[src/rtl/avs_bridge_pkg.sv]
package avs_bridge_pkg;
   typedef enum logic [1:0] {
      SEQ_IDLE  = 2'd0,
      SEQ_SEND  = 2'd1,
      SEQ_GAP   = 2'd2,
      SEQ_RECV  = 2'd3
   } seq_state_t;

   localparam int unsigned ST_ONGOING  = 31;
   localparam int unsigned ST_ERR_BUSY = 26;
   localparam int unsigned ST_ERR_DIS  = 24;
   localparam int unsigned CMD_CLEAR   = 30;
endpackage

[src/rtl/avs_tick_gen.sv]
module avs_tick_gen #(
   parameter int unsigned HALF = 4
) (
   input  logic clk,
   input  logic rst_n,
   input  logic run,
   output logic tick
);
   generate
      if (HALF == 1) begin : g_direct
         assign tick = run;
      end else begin : g_count
         localparam int unsigned CW = $clog2(HALF);
         logic [CW-1:0] cnt_q;
         always_ff @(posedge clk or negedge rst_n) begin
            if (!rst_n)                        cnt_q <= '0;
            else if (!run)                     cnt_q <= '0;
            else if (cnt_q == CW'(HALF - 1))   cnt_q <= '0;
            else                               cnt_q <= cnt_q + 1'b1;
         end
         assign tick = run && (cnt_q == CW'(HALF - 1));
      end
   endgenerate
endmodule

[src/rtl/avs_status_regs.sv]
module avs_status_regs (
   input  logic clk,
   input  logic rst_n,
   input  logic enable,
   input  logic busy,
   input  logic wr_en,
   input  logic wr_sel,
   input  logic clr_bit,
   output logic start,
   output logic err_busy,
   output logic err_dis
);
   logic data_wr, cmd_clr;
   assign data_wr = wr_en && wr_sel;
   assign cmd_clr = wr_en && !wr_sel && clr_bit;
   assign start   = data_wr && enable && !busy;

   always_ff @(posedge clk or negedge rst_n) begin
      if (!rst_n) begin
         err_busy <= 1'b0;
         err_dis  <= 1'b0;
      end else if (cmd_clr) begin
         err_busy <= 1'b0;
         err_dis  <= 1'b0;
      end else if (data_wr) begin
         if (!enable)   err_dis  <= 1'b1;
         else if (busy) err_busy <= 1'b1;
      end
   end

   p_busy_reject_r8: assert property (@(posedge clk) disable iff (!rst_n)
      (wr_en && wr_sel && enable && busy) |=> err_busy);
   p_dis_reject_r9: assert property (@(posedge clk) disable iff (!rst_n)
      (wr_en && wr_sel && !enable) |=> err_dis);
   p_clear_r10: assert property (@(posedge clk) disable iff (!rst_n)
      (wr_en && !wr_sel && clr_bit) |=> (!err_busy && !err_dis));
endmodule

[src/rtl/avs_frame_seq.sv]
module avs_frame_seq
   import avs_bridge_pkg::*;
#(
   parameter int unsigned WORD_W = 32
) (
   input  logic              clk,
   input  logic              rst_n,
   input  logic              start,
   input  logic [WORD_W-1:0] cmd_word,
   input  logic              tick,
   input  logic              miso,
   output logic              busy,
   output logic              sclk,
   output logic              csn,
   output logic              mosi,
   output logic [WORD_W-1:0] rx_data
);
   localparam int unsigned BW = $clog2(WORD_W);

   seq_state_t        state_q;
   logic              ph_q;
   logic [BW-1:0]     bit_q;
   logic [WORD_W-1:0] tx_q;
   logic [WORD_W-2:0] rx_q;
   logic              last_bit;

   assign busy     = (state_q != SEQ_IDLE);
   assign last_bit = (bit_q == BW'(WORD_W - 1));

   always_ff @(posedge clk or negedge rst_n) begin
      if (!rst_n) begin
         state_q <= SEQ_IDLE;
         ph_q    <= 1'b0;
         bit_q   <= '0;
         tx_q    <= '0;
         rx_q    <= '0;
         rx_data <= '0;
         sclk    <= 1'b0;
         csn     <= 1'b1;
         mosi    <= 1'b0;
      end else begin
         unique case (state_q)
            SEQ_IDLE: if (start) begin
               state_q <= SEQ_SEND;
               csn     <= 1'b0;
               tx_q    <= cmd_word;
               bit_q   <= '0;
               ph_q    <= 1'b0;
            end
            SEQ_SEND, SEQ_RECV: if (tick) begin
               if (!ph_q) begin
                  sclk <= 1'b1;
                  ph_q <= 1'b1;
                  if (state_q == SEQ_SEND) begin
                     mosi <= tx_q[WORD_W-1];
                     tx_q <= {tx_q[WORD_W-2:0], 1'b0};
                  end
               end else begin
                  sclk <= 1'b0;
                  ph_q <= 1'b0;
                  if (state_q == SEQ_RECV) rx_q <= {rx_q[WORD_W-3:0], miso};
                  if (last_bit) begin
                     bit_q <= '0;
                     csn   <= 1'b1;
                     if (state_q == SEQ_SEND) begin
                        state_q <= SEQ_GAP;
                     end else begin
                        state_q <= SEQ_IDLE;
                        rx_data <= {rx_q, miso};
                     end
                  end else begin
                     bit_q <= bit_q + 1'b1;
                  end
               end
            end
            SEQ_GAP: if (tick) begin
               if (!ph_q) begin
                  ph_q <= 1'b1;
               end else begin
                  ph_q    <= 1'b0;
                  state_q <= SEQ_RECV;
                  csn     <= 1'b0;
                  mosi    <= 1'b0;
               end
            end
            default: state_q <= SEQ_IDLE;
         endcase
      end
   end

   p_clk_in_frame_r11: assert property (@(posedge clk) disable iff (!rst_n)
      csn |-> !sclk);
   p_idle_deselect_r2: assert property (@(posedge clk) disable iff (!rst_n)
      !busy |-> csn);
   p_rx_hold_r7: assert property (@(posedge clk) disable iff (!rst_n)
      busy |-> $stable(rx_data));
   p_recv_mosi_low_r4: assert property (@(posedge clk) disable iff (!rst_n)
      (state_q == SEQ_RECV) |-> !mosi);
endmodule

[src/rtl/avs_bridge_master.sv]
module avs_bridge_master
   import avs_bridge_pkg::*;
#(
   parameter int unsigned REF_MHZ = 100,
   parameter int unsigned BUS_MHZ = 10,
   parameter int unsigned WORD_W  = 32
) (
   input  logic              clk,
   input  logic              rst_n,
   input  logic              enable,
   input  logic              wr_en,
   input  logic              wr_sel,
   input  logic [31:0]       wr_data,
   input  logic              miso,
   output logic [31:0]       status,
   output logic [WORD_W-1:0] rx_data,
   output logic              sclk,
   output logic              csn,
   output logic              mosi
);
   localparam int unsigned DIV  = REF_MHZ / (8 * BUS_MHZ) - 1;
   localparam int unsigned HALF = 4 * (DIV + 1);

   generate
      if (REF_MHZ < 8 * BUS_MHZ) begin : g_bad_ratio
         $error("reference clock must be at least 8x the bus clock");
      end
      if (WORD_W != 32) begin : g_bad_width
         $error("frame width must be 32 bits");
      end
   endgenerate

   logic tick, busy, start, err_busy, err_dis;

   avs_status_regs u_status (
      .clk(clk), .rst_n(rst_n), .enable(enable), .busy(busy),
      .wr_en(wr_en), .wr_sel(wr_sel), .clr_bit(wr_data[CMD_CLEAR]),
      .start(start), .err_busy(err_busy), .err_dis(err_dis)
   );

   avs_tick_gen #(.HALF(HALF)) u_tick (
      .clk(clk), .rst_n(rst_n), .run(busy), .tick(tick)
   );

   avs_frame_seq #(.WORD_W(WORD_W)) u_seq (
      .clk(clk), .rst_n(rst_n), .start(start), .cmd_word(wr_data[WORD_W-1:0]),
      .tick(tick), .miso(miso), .busy(busy), .sclk(sclk), .csn(csn),
      .mosi(mosi), .rx_data(rx_data)
   );

   always_comb begin
      status              = '0;
      status[ST_ONGOING]  = busy;
      status[ST_ERR_BUSY] = err_busy;
      status[ST_ERR_DIS]  = err_dis;
   end
endmodule

[config.mk]
export PLATFORM = sky130hd
export DESIGN_NAME = avs_bridge_master
export DESIGN_NICKNAME = d
export VERILOG_FILES = /design/src/rtl/avs_bridge_pkg.sv /design/src/rtl/avs_tick_gen.sv /design/src/rtl/avs_status_regs.sv /design/src/rtl/avs_frame_seq.sv /design/src/rtl/avs_bridge_master.sv
export SDC_FILE = /design/constraint.sdc
export NUM_CORES = 1
export LEC_CHECK = 0
export ABC_AREA = 1
export BUFFER_PORTS_ARGS = -buffer_cell sky130_fd_sc_hd__buf_4
export CAP_MARGIN = 30
export CORE_ASPECT_RATIO = 0.8
export CORE_MARGIN = 10
export CORE_UTILIZATION = 50
export DETAILED_ROUTE_END_ITERATION = 6
export GPL_ROUTABILITY_DRIVEN = 0
export GPL_TIMING_DRIVEN = 0
export PLACE_DENSITY = 0.74
export SYNTH_ARGS = -nofsm -noshare
export SYNTH_HDL_FRONTEND = slang
export SYNTH_SLANG_ARGS = --single-unit
[constraint.sdc]
create_clock -name clk -period 2.2 [get_ports clk]
set_input_delay 0.44 -clock clk [delete_from_list [all_inputs] [get_ports clk]]
set_output_delay 0.44 -clock clk [all_outputs]
set_load 0.02 [all_outputs]
==> Yosys cells after proc, flatten, opt, wreduce, memory -nomap -nowiden <==
Index checks and enable logic that the tools add are counted.
{ "word_totals": {"regBits": 110, "romBits": 0, "mem_count": 0, "wordCells": 98, "latchBits": 0, "ram_bits": 0, "input_bits": 38} }
{ "op_classes": {"order_cmp": 0, "reduce_logical": 27, "n_mul": 0, "div": 0, "shifts": 0, "eq_ne": 15, "n_bitwise": 1, "addsub": 2, "n_mux": 41} }
{ "ops": {"columns": ["operator", "n"], "rows": [
  ["$mux 32", 4],
  ["$pmux 32 s2", 1],
  ["$mux 5", 4],
  ["$mux 1", 18],
  ["$mux 2", 9],
  ["$ne 2x1->1 const B", 6],
  ["$reduce_and 6->1", 2],
  ["$reduce_bool 2->1", 6],
  ["$pmux 5 s2", 1],
  ["$reduce_and 5->1", 2],
  ["$ne 2x2->1 const B", 4],
  ["$reduce_and 4->1", 2],
  ["$eq 2x2->1 const B", 3],
  ["$logic_and 1x1->1", 6],
  ["$pmux 2 s3", 1],
  ["$reduce_and 2->1", 3],
  ["$add 5x1->5 const B", 1],
  ["$eq 5x5->1 const B", 1],
  ["$pmux 1 s2", 2],
  ["$pmux 1 s3", 1],
  ["$reduce_and 3->1", 1],
  ["$reduce_or 3->1", 1],
  ["$add 2x1->2 const B", 1],
  ["$eq 2x1->1 const B", 1],
  ["4 further kinds", 5]
]} }

==> Logic depth before layout (Yosys ltp) <==
Gate-level depths: netlist of run 1.
{ "depth": {"depth_word": 6, "mapped_depth": 11, "mapped_depth_nobuf": 10} }

==> By module <==
A second synthesis of run 1 with hierarchy kept.
{ "hier_totals": {"hier_cells": 561, "area_unflattened_um2": 5257.5} }
{ "modules_own_cells": {"columns": ["module", "cells_each", "n_inst", "seq_area_each_um2", "area_per_inst_um2"], "rows": [
  ["avs_frame_seq", 506, 1, 2653.8, 4827.1],
  ["avs_bridge_master", 33, 1, 0.0, 244.0],
  ["avs_status_regs", 12, 1, 50.0, 97.6],
  ["avs_tick_gen", 10, 1, 50.0, 88.8]
]} }

==> Worst setup path before layout of run 1 <==
No wires, ideal clock.
{ "synth_timing": {"kind": "register to register", "from": "reg u_seq.state_q[0]", "to": "reg u_seq.tx_q[5]", "path_stages_with_launch": 11, "arrival_ns": 1.788, "t_required_ns": 2.077, "period_less_slack_ns": 1.911, "setup_ns": 0.123, "slack_ns": 0.289, "path_cell_list": "dfrtp_1 > inv_1 > clkbuf_1 > ha_1 > inv_2 > nand2_1 > nand2_1 > buf_6 > buf_2 > o21ai_0 > nand2_1"} }
{ "synth_between": {"elab_chain_len": 5, "word_cells_on_any_way": 15} }
{ "synth_lines": {"columns": ["element", "line_no", "text"], "rows": [
  ["from (decl)", "avs_frame_seq.sv:20", "seq_state_t state_q;"],
  ["from (signal assigned)", "avs_frame_seq.sv:32", "state_q <= SEQ_IDLE;"],
  ["from (signal assigned)", "avs_frame_seq.sv:44", "state_q <= SEQ_SEND;"],
  ["from (signal assigned)", "avs_frame_seq.sv:66", "state_q <= SEQ_GAP;"],
  ["$reduce_bool 2->1 (*)", "avs_frame_seq.sv:27", "assign busy = (state_q != SEQ_IDLE);"],
  ["named net busy", "avs_bridge_master.sv:33", "logic tick, busy, start, err_busy, err_dis;"],
  ["$logic_not 1->1", null, null],
  ["$logic_and 1x1->1", "avs_status_regs.sv:16", "assign start = data_wr && enable && !busy;"],
  ["$ne 2x2->1 (no source line)", null, null],
  ["$reduce_and 5->1 (no source line) (*)", null, null],
  ["to (signal assigned)", "avs_frame_seq.sv:46", "tx_q <= cmd_word;"],
  ["to (signal assigned)", "avs_frame_seq.sv:56", "tx_q <= {tx_q[WORD_W-2:0], 1'b0};"],
  ["to (decl)", "avs_frame_seq.sv:23", "logic [WORD_W-1:0] tx_q;"]
]} }
Mark *: on every way through the listed nets, which the timed path passes. The rest lies on a longest branch.
A chain may end at the register's enable or synchronous reset.

==> Worst setup path after layout of run 1 <==
{ "layout_timing": {"from": "reg u_seq.state_q[0]", "to": "out status[31]"} }
{ "layout_between": {"elab_chain_len": 1} }
{ "layout_lines": {"columns": ["element", "line_no", "text"], "rows": [
  ["$reduce_bool 2->1", "avs_frame_seq.sv:27", null],
  ["to (decl)", "avs_bridge_master.sv:15", "output logic [31:0] status,"]
]} }
Every way passes these cells.

==> results of run 1 <==
==> sequential cells by signal, summed over array words and instances, names as in the netlist, 2 cells and up <==
register              flops
u_seq.rx_data            32
u_seq.tx_q               32
u_seq.rx_q               31
u_seq.bit_q               5
u_seq.state_q             2
u_tick.g_count.cnt_q      2
==> cells by family after synthesis <==
logic type	after synthesis	synth area share
xor+xnor	1	0.001699
flops	110	0.5341
other cells	1	0.0007273
buf+inv	111	0.1131
fa+ha+maj	9	0.02184
compound gates	109	0.1085
simple gates	282	0.2201
==> worst paths after layout <==
check | slack [ns] | endpoint | startpoint | depth (start not counted)
worst max-delay path | 0.16 | status[31] | u_seq.state_q[0] | 5
worst min-delay path | 0.18 | u_seq.tx_q[20] | rst_n | 1
worst max register to register | 0.17 | u_seq.rx_data[6] | u_seq.state_q[0] | 8
worst min register to register | 0.45 | u_tick.g_count.cnt_q[0] | u_tick.g_count.cnt_q[0] | 1
max in group asynchronous | 1.30 | u_seq.state_q[0] | rst_n | 2
min in group clk | 0.29 | u_status.err_dis | enable | 2
==> where the power goes <==
group,internal [W],switching (W),leakage [nW]
Clock,0.000951,0.000731,0.153
Sequential,0.00203,0.00000648,1.47
Combinational,0.000101,0.000125,1.81
==> metal layers <==
layer | vias to the layer above | global-route usage
li1 | 2109 | -
met1 | 2056 | 0.2076
met2 | 121 | 0.2820
met3 | 16 | 0.04348
met4 | 0 | 0.03983
met5 | - | 0
==> cells in the final DEF, fill, tap and decap left out, types with 11 or more instances in the layout <==
cell type | netlist | final
inv_1 | 49 | 48
conb_1 | 1 | 29
nand3_1 | 11 | 11
nor2_1 | 11 | 11
buf_4 | 32 | 108
buf_2 | 11 | 12
dfrtp_1 | 109 | 108
o21ai_0 | 94 | 94
nand2_1 | 250 | 250
==> worst register-to-register path: stages, from the launching register on <==
cell	delay (ns)
dfrtp_2	0.47
clkinvlp_4	0.13
ha_1	0.29
inv_2	0.13
nand3_1	0.14
inv_1	0.13
nand3_2	0.19
buf_2	0.25
o21ai_0	0.22
==> area by class of cell <==
class | count | share of cell area
sequential | 110 | 0.4340
multi-input combinational | 430 | 0.3031
timing repair buffer | 77 | 0.09421
buffer | 59 | 0.06169
clock buffer | 12 | 0.04040
inverter | 51 | 0.03074
tap | 140 | 0.02759
clock inverter | 4 | 0.008277
==> metrics by stage <==
| step | setup TNS (ns) | worst slack [ns] | instances | util | hold WS, ns |
|---|---|---|---|---|---|
| finish | 0 | 0.1628 | 883 | 0.6250 | 0.1787 |
| global route | 0 | 0.009551 | 883 | 0.6250 | 0.2481 |
| CTS | 0 | 0.005383 | 883 | 0.6245 | 0.2208 |
| detailed placement | -21.42 | -0.3279 | 867 | 0.5934 | 0.4414 |
| global placement | -14.00 | -0.2177 | 866 | 0.5907 | 0.4309 |
| floorplan | 0 | 0.2894 | 651 | - | 0.1444 |
==> what timing repair did <==
item                       in CTS  in global routing
pin swaps                       0                  0
setup endpoints to repair     104                 61
gates resized for setup         1                  8
setup buffers                   1                  0
==> run summary, run 1 <==
GRT Resource Usage Total - 0.1667
Ant. Diodes - 0
Vias after detailed routing - 4302
Post-synthesis async set-or-reset flop share - 1.000
Slew Limit Fails - 0
Finished layout cell area - 0.006349 sq mm
Met1 WL - 5297 um
Status - finished clean
Vias in the first global route - 4377
Power Total - 0.003946 W
Clock-pin slew on the worst setup and hold paths - 0.07 ns
Skew-Pair Late Insertion Delay - 0.35 ns
Initial antenna violation count - 0
DRC viols - 0
Die ar. - 0.01480 sq mm
Yosys reg bits - 110
Slowest cell on crit path - dfrtp_2
Share of cells above drive strength 1 - 0.2113
Largest area contributor in the netlist - dfrtp_1
Top Layer Used - met4
CTS Hold Bufs - 0
F_max - 0.4909 GHz
Actual slew at the worst max-slew pin - 0.8370 ns
Top Ports - 105
LEAKAGE - 3.428 nW
Area Overhead vs Synth - 23.13%
Dpl hpwl - 9066 um
Port bufs - 75
Slew HR - 0.4420
Crit Path Class - reg -> out
Post-synth top cells - nand2_1, dfrtp_1, o21ai_0
Tmin final - 2.037 ns
Crit path max-delay family - buffers and inverters
Unrepaired setup endpoints after global routing - false
Maximum VDD drop - 0.4187 mV
Synth Cell Area - 0.005156 sq mm
EDFF count, synth - 0
Setup crit start kind - flop
Width of the die - 133.5 um
Max-cap violations - 0
Hold Fails Final Rpt - 0
Die Y - 110.8 um
YS warnings - 0
Site Rows - 33
Most frequent cell after synthesis - nand2_1
Largest net degree at the start of global routing - 64
Pwr Density - 621.5 mW/mm^2
Register area share after synthesis - 0.5341
Synth Instances - 623
Critical path buffers and inverters - 4
Filler cells - 908
Final setup violating endpoints - 0
TritonCTS Buffers - 9
DR WL met2 - 6143 um
Clock Skew - 0.01095 ns
Core area - 0.01016 sq mm
Post-DRT Antenna Nets - 0
Most frequent CP cell - buf_4
Initial DRC count - 394
CP cell instances - clkinvlp_4 > ha_1 > inv_2 > buf_4 > buf_4
Main synth FF type - dfrtp_1
Largest cells by area after synthesis - dfrtp_1, nand2_1, o21ai_0, buf_4, inv_1
Nets - 785
Global-route wire length before repair - 20810 um
CP max stage delay - 0.47 ns
Avg WL per Cell - 13.93 um
Required time worst endpoint - 1.76 ns
CTS Buffer Depth - 2
Max FO, Critical Path - 7
Placed cell area - 0.006027 sq mm
H-Tree Depth - 3
Initial core utilization - 0.5076
GRT Residual Overflow - 0
Period utilisation layout - 0.9260
Yosys cell types - 31
WL final - 12300 um
Avg Synthesized Cell Area - 8.276 sq um
CTS tree - yes
Worst hold path class - in -> async
Wire length on met3 - 690 um
Clock Sinks - 110
Sequential Area - 0.002755 sq mm
Pre-Repair DR Iteration Count - 6
CP Capture Type - output pin
Crit path DAT - 1.60 ns
Via density - 4.872
Multi-input logic area - 0.001924 sq mm
Root buffer cell - clkbuf_16
Synth top area share - 0.5290
(Power assumes the default switching activity.)
==> inputs of run 2 (changes only) <==
--- a/config.mk
+++ b/config.mk
@@ -9,12 +9,14 @@
 export BUFFER_PORTS_ARGS = -buffer_cell sky130_fd_sc_hd__buf_4
 export CAP_MARGIN = 30
 export CORE_ASPECT_RATIO = 0.8
-export CORE_MARGIN = 10
+export CORE_MARGIN = 2
 export CORE_UTILIZATION = 50
 export DETAILED_ROUTE_END_ITERATION = 6
 export GPL_ROUTABILITY_DRIVEN = 0
 export GPL_TIMING_DRIVEN = 0
+export MAX_ROUTING_LAYER = met4
 export PLACE_DENSITY = 0.74
+export REMOVE_ABC_BUFFERS = 1
 export SYNTH_ARGS = -nofsm -noshare
 export SYNTH_HDL_FRONTEND = slang
 export SYNTH_SLANG_ARGS = --single-unit
==> run 2 against run 1 <==
Effect of this change: critical path depth up 5; highest routed layer unchanged; die area shrank 25%; cell count fell by 5.0%; first-iteration DRC count is 30% lower; setup slack worse by 0.052 ns; clock-buffer cell count is 2 lower; core utilization is 0.83 points lower; register-to-register slack got worse by 0.06 ns; clock power rose by 4%; sequential share of layout area is 0.58 points higher; largest power group unchanged.
==> run summary, run 2 (same netlist as run 1, synthesis figures left out) <==
TritonCTS Buffers - 9
Via density - 4.886
Crit Path Class - reg -> reg
Initial core utilization - 0.5076
Maximum VDD drop - 0.3604 mV
Actual slew at the worst max-slew pin - 0.7389 ns
Port bufs - 75
Max FO, Critical Path - 18
F_max - 0.4785 GHz
Final setup violating endpoints - 0
Core area - 0.01016 sq mm
Required time worst endpoint - 2.48 ns
Avg WL per Cell - 13.23 um
Clock Sinks - 110
CP max stage delay - 0.44 ns
CP cell instances - buf_4 > ha_1 > inv_4 > nand2_4 > nand2_4 > nand3_4 > buf_12 > nor2_4 > nand2_1 > nand2_1
Site Rows - 33
Ant. Diodes - 0
Vias after detailed routing - 4099
Clock-pin slew on the worst setup and hold paths - 0.07 ns
Slew HR - 0.5074
DRC viols - 0
Most frequent cells in the layout - nand2_1, dfrtp_1, o21ai_0
Wire length on met3 - 468 um
Setup crit start kind - flop
GRT Resource Usage Total - 0.2083
Crit path DAT - 2.37 ns
Status - finished clean
Die Y - 94.83 um
Pre-Repair DR Iteration Count - 5
Top Registers - u_seq.rx_data (32), u_seq.tx_q (32), u_seq.rx_q (31)
Dpl hpwl - 6491 um
Hold Fails Final Rpt - 0
Top Layer Used - met4
Initial DRC count - 277
Area Overhead vs Synth - 21.50%
Nets - 742
Met1 WL - 5291 um
Share of cells above drive strength 1 - 0.1817
Largest net degree at the start of global routing - 63
Pwr Density - 632.4 mW/mm^2
LEAKAGE - 3.271 nW
Most common cell after layout, fill and taps aside - nand2_1
Clock Skew - 0.007091 ns
Width of the die - 117.5 um
Vias in the first global route - 3763
CTS Buffer Depth - 2
Post-DRT Antenna Nets - 0
Skew-Pair Late Insertion Delay - 0.34 ns
R2R cell count - 10
Tmin final - 2.090 ns
CTS Hold Bufs - 0
WL final - 11100 um
Final std cells w/o fill - 839
Slowest cell on crit path - dfrtp_2
CP Capture Type - flop
Top Ports - 105
Power Total - 0.003962 W
CTS tree - yes
R2R Path End - u_seq.tx_q[1]
GRT Residual Overflow - 0
H-Tree Depth - 3
Root buffer cell - clkbuf_16
Global-route wire length before repair - 18150 um
Setup TNS - 0 ns
Max-cap violations - 0
Dpl cells - 810
Reg2Reg Setup Slack - 0.11 ns
Period utilisation layout - 0.9499
Slew Limit Fails - 0
Worst hold path class - in -> async
Die ar. - 0.01115 sq mm
Reg2Reg Launch Point - u_seq.state_q[0]
DR WL met2 - 5249 um
Initial antenna violation count - 0
## run 2: power breakdown
group | internal (W) | switching [W]
Combinational | 0.0000600 | 0.000112
Sequential | 0.00203 | 0.00000663
Clock | 0.00103 | 0.000726
## run 2: area by class of cell
| class | count | area, sq um |
|---|---|---|
| clock buffer | 10 | 239.0 |
| clock inverter | 5 | 81.33 |
| fill | 884 | 3892 |
| inverter | 51 | 200.2 |
| multi-input combinational | 434 | 2031 |
| sequential | 110 | 2755 |
| tap | 140 | 175.2 |
| timing repair buffer | 88 | 778.2 |
| timing repair inverter | 1 | 5.005 |
## run 2: per-layer routing
| metal | track usage | vias up |
|---|---|---|
| li1 | - | 2029 |
| met1 | 0.2810 | 1957 |
| met2 | 0.3324 | 104 |
| met3 | 0.03804 | 9 |
| met4 | 0.04819 | 0 |
| met5 | - | - |
## run 2: worst max-delay path: cells and delay by family (launching register included)
kind                       cells  cell delay (ns)
and+or+nand+nor                6             0.72
buffers and inverters          3             0.50
DFF                            1             0.44
adders and majority gates      1             0.35
## run 2: what timing repair did
action                     4_1_cts  5_1_grt
setup endpoints to repair      108       71
pin swaps                        4        2
gates cloned                     5        0
setup buffers                    8        1
gates resized for setup         10        8
## run 2: worst max-delay path by stage
stage	cells after the start	end	startpoint
after floorplan	7	u_seq.rx_data[0]	u_seq.state_q[0]
after global placement	7	u_seq.tx_q[18]	u_seq.state_q[0]
after detailed placement	8	u_seq.rx_q[28]	u_seq.state_q[0]
after CTS	10	u_seq.bit_q[3]	u_seq.state_q[0]
after global routing	9	u_seq.rx_data[27]	u_seq.state_q[0]
final	10	u_seq.tx_q[1]	u_seq.state_q[0]
## run 2: stage by stage
stage	instance area [sq um]	utilization	setup WS, ns	hold slack [ns]
after floorplan	4870	-	-0.8772	0.1444
after global placement	5608	0.5521	-2.102	0.4294
after detailed placement	5718	0.5629	-1.088	0.4403
after CTS	6212	0.6116	0.02412	0.1854
after global routing	6265	0.6168	-0.02250	0.1946
final	6265	0.6168	0.1103	0.1405
==> inputs of run 3 (changes only) <==
--- a/config.mk
+++ b/config.mk
@@ -9,7 +9,6 @@
 export BUFFER_PORTS_ARGS = -buffer_cell sky130_fd_sc_hd__buf_4
 export CAP_MARGIN = 30
 export CORE_ASPECT_RATIO = 0.8
-export CORE_MARGIN = 2
 export CORE_UTILIZATION = 50
 export DETAILED_ROUTE_END_ITERATION = 6
 export GPL_ROUTABILITY_DRIVEN = 0
@@ -19,4 +18,5 @@
 export REMOVE_ABC_BUFFERS = 1
 export SYNTH_ARGS = -nofsm -noshare
 export SYNTH_HDL_FRONTEND = slang
+export SYNTH_HIERARCHICAL = 1
 export SYNTH_SLANG_ARGS = --single-unit
==> run 3 against run 2 <==
Effect of this change: synthesized area up 2.0%; critical path type unchanged; die area down 1.9%; sequential share of layout area up 0.47 points; first-iteration DRC count down 5.4%; critical path depth down 3; non-clock buffer count down 8; wire length down 12%; core utilization down 1.1 points; largest cell class unchanged; global-route usage down 1.2 points; register-to-register slack about the same; setup slack worse by 0.0014 ns; largest power group unchanged; hold slack better by 0.060 ns.
==> run summary, run 3 <==
Root buffer cell - clkbuf_16
GRT Resource Usage Total - 0.1959
Slowest cell on crit path - o21ai_2
Top Registers - u_seq/rx_data (32), u_seq/tx_q (32), u_seq/rx_q (31)
YS warnings - 6
Sequential Area - 0.002755 sq mm
WL final - 9801 um
Synth Instances - 561
Core area - 0.01024 sq mm
Pwr Density - 1107 mW/mm^2
Most frequent cell after synthesis - nand2_1
Final std cells w/o fill - 774
DR WL met2 - 4790 um
Main synth FF type - dfrtp_1
Top Layer Used - met4
Tmin final - 2.091 ns
Largest net degree at the start of global routing - 66
Dpl ws - -0.6592 ns
Yosys reg bits - 110
Avg WL per Cell - 12.66 um
Max-cap violations - 0
Nets - 676
Maximum VDD drop - 0.4250 mV
Avg Synthesized Cell Area - 9.372 sq um
Yosys cell types - 29
Via density - 4.773
Initial core utilization - 0.5134
TritonCTS Buffers - 9
Crit Path Class - reg -> reg
Finished layout cell area - 0.006198 sq mm
Setup crit start - u_seq/state_q[0]
EDFF count, synth - 0
Register area share after synthesis - 0.5238
Ant. Diodes - 0
Actual slew at the worst max-slew pin - 0.8431 ns
Initial antenna violation count - 0
Most frequent CP cell - nand2_1
DRC viols - 0
Crit path DAT - 2.36 ns
Crit path max-delay family - compound AO/OA/AOI/OAI gates
Vias in the first global route - 3483
Multi-input logic area - 0.002047 sq mm
Worst hold path class - in -> async
Clock-pin slew on the worst setup and hold paths - 0.07 ns
Wire length on met3 - 308 um
Dpl hpwl - 6218 um
Port bufs - 75
Placed cell area - 0.005747 sq mm
GRT Residual Overflow - 0
Required time worst endpoint - 2.47 ns
CP max stage delay - 0.56 ns
Status - finished clean
Post-synth top cells - nand2_1, dfrtp_1, inv_1
Period utilisation layout - 0.9505
Most common cell after layout, fill and taps aside - nand2_1
Max FO, Critical Path - 12
H-Tree Depth - 3
Global-route wire length before repair - 16220 um
Die ar. - 0.01093 sq mm
Post-synthesis async set-or-reset flop share - 1.000
Skew-Pair Late Insertion Delay - 0.33 ns
Hold_ws - 0.2007 ns
Reg2Reg Launch Point - u_seq/state_q[0]
Die Y - 93.72 um
Hold Fails Final Rpt - 0
CTS tree - yes
Slew HR - 0.4379
Clock Sinks - 110
Unrepaired setup endpoints after global routing - false
Final WS setup - 0.1089 ns
Pre-Repair DR Iteration Count - 4
Width of the die - 116.6 um
CTS Hold Bufs - 0
Critical path buffers and inverters - 2
Share of cells above drive strength 1 - 0.2587
Largest cells by area after synthesis - dfrtp_1, nand2_1, o21ai_2, buf_4, mux2i_1
Site Rows - 33
Filler cells - 917
Synth Cell Area - 0.005258 sq mm
Slew Limit Fails - 0
Final setup violating endpoints - 0
Top Ports - 105
CTS Buffer Depth - 2
Largest area contributor in the netlist - dfrtp_1
CP Capture Type - flop
Setup crit start kind - flop
Most frequent cells in the layout - nand2_1, dfrtp_1, buf_4
Setup TNS - 0 ns
LEAKAGE - 3.095 nW
F_max - 0.4782 GHz
Dpl cells - 752
Synth top area share - 0.5188
Initial DRC count - 262
Clock Skew - 0.008960 ns
Met1 WL - 4646 um
CP cell instances - buf_4 > ha_1 > o21ai_2 > nand3_4 > inv_4 > nand2_1 > nand2_1
Area Overhead vs Synth - 17.90%
Vias after detailed routing - 3694
Post-DRT Antenna Nets - 0
==> run 3: changes by cell type after synthesis, sizes merged, moves of 5 or more <==
| cell | previous run | this run |
|---|---|---|
| clkbuf | 12 | 2 |
| nand2 | 253 | 193 |
| mux2i | 0 | 19 |
| a21oi | 1 | 6 |
| o21ai | 103 | 88 |
| buf | 48 | 53 |
==> run 3: worst paths after layout <==
check | to | slack, ns | depth (start not counted)
setup / recovery | u_seq/tx_q[20] | 0.11 | 7
min in group clk | u_seq/rx_data[0] | 0.37 | 3
setup reg to reg | u_seq/tx_q[20] | 0.11 | 7
hold / removal | u_seq/rx_data[25] | 0.20 | 1
hold reg to reg | u_tick/g_count.cnt_q[0] | 0.43 | 1
max in group asynchronous | u_seq/rx_data[14] | 1.30 | 2
==> run 3: power by group <==
group / switching, W / leakage [nW] / internal, W
clock network: 0.000689 / 0.176 / 0.00118
logic: 0.00156 / 1.45 / 0.000821
registers: 0.000215 / 1.47 / 0.00240
total: 0.00246 / 3.10 / 0.00440
==> run 3: worst reg2reg max path: stages (launching register included) <==
cell and delay (ns):
dfrtp_2 0.41, buf_4 0.19, ha_1 0.30, o21ai_2 0.56
nand3_4 0.24, inv_4 0.20, nand2_1 0.07, nand2_1 0.06
==> run 3: area by class of cell <==
type | instances | area share
timing repair buffer | 80 | 0.1066
clock buffer | 11 | 0.04078
tap | 140 | 0.02826
multi-input combinational | 375 | 0.3302
sequential | 110 | 0.4445
clock inverter | 5 | 0.01675
inverter | 53 | 0.03290
==> run 3: metrics by stage <==
stage                     total power, W  utilization
after floorplan                 0.004202            -
after global placement          0.004648       0.5532
after detailed placement        0.004790       0.5612
after CTS                       0.006850       0.6025
after global routing            0.007327       0.6053
final                           0.006863       0.6053
==> run 3: per-layer routing <==
metal / track usage / vias up
li1: - / 1857
met3: 0.04516 / 6
met5: - / -
met4: 0.04641 / 0
met2: 0.3166 / 81
met1: 0.2513 / 1750
==> run 3: cells by family after synthesis <==
group                    Yosys count  share of synthesized area
other                              1                  0.0007133
adder cells (fa/ha/maj)            9                    0.02142
buffers and inverters            108                     0.1214
flip-flops                       110                     0.5238
AO/OA/AOI/OAI                     95                     0.1252
AND/OR/NAND/NOR                  219                     0.1713
multiplexers                      19                    0.03617
==> run 3: what timing repair did <==
action	4_1_cts	5_1_grt
gates cloned	3	1
setup endpoints to repair	104	67
setup buffers	2	0
resized for setup	4	4
hold endpoints to repair	0	0
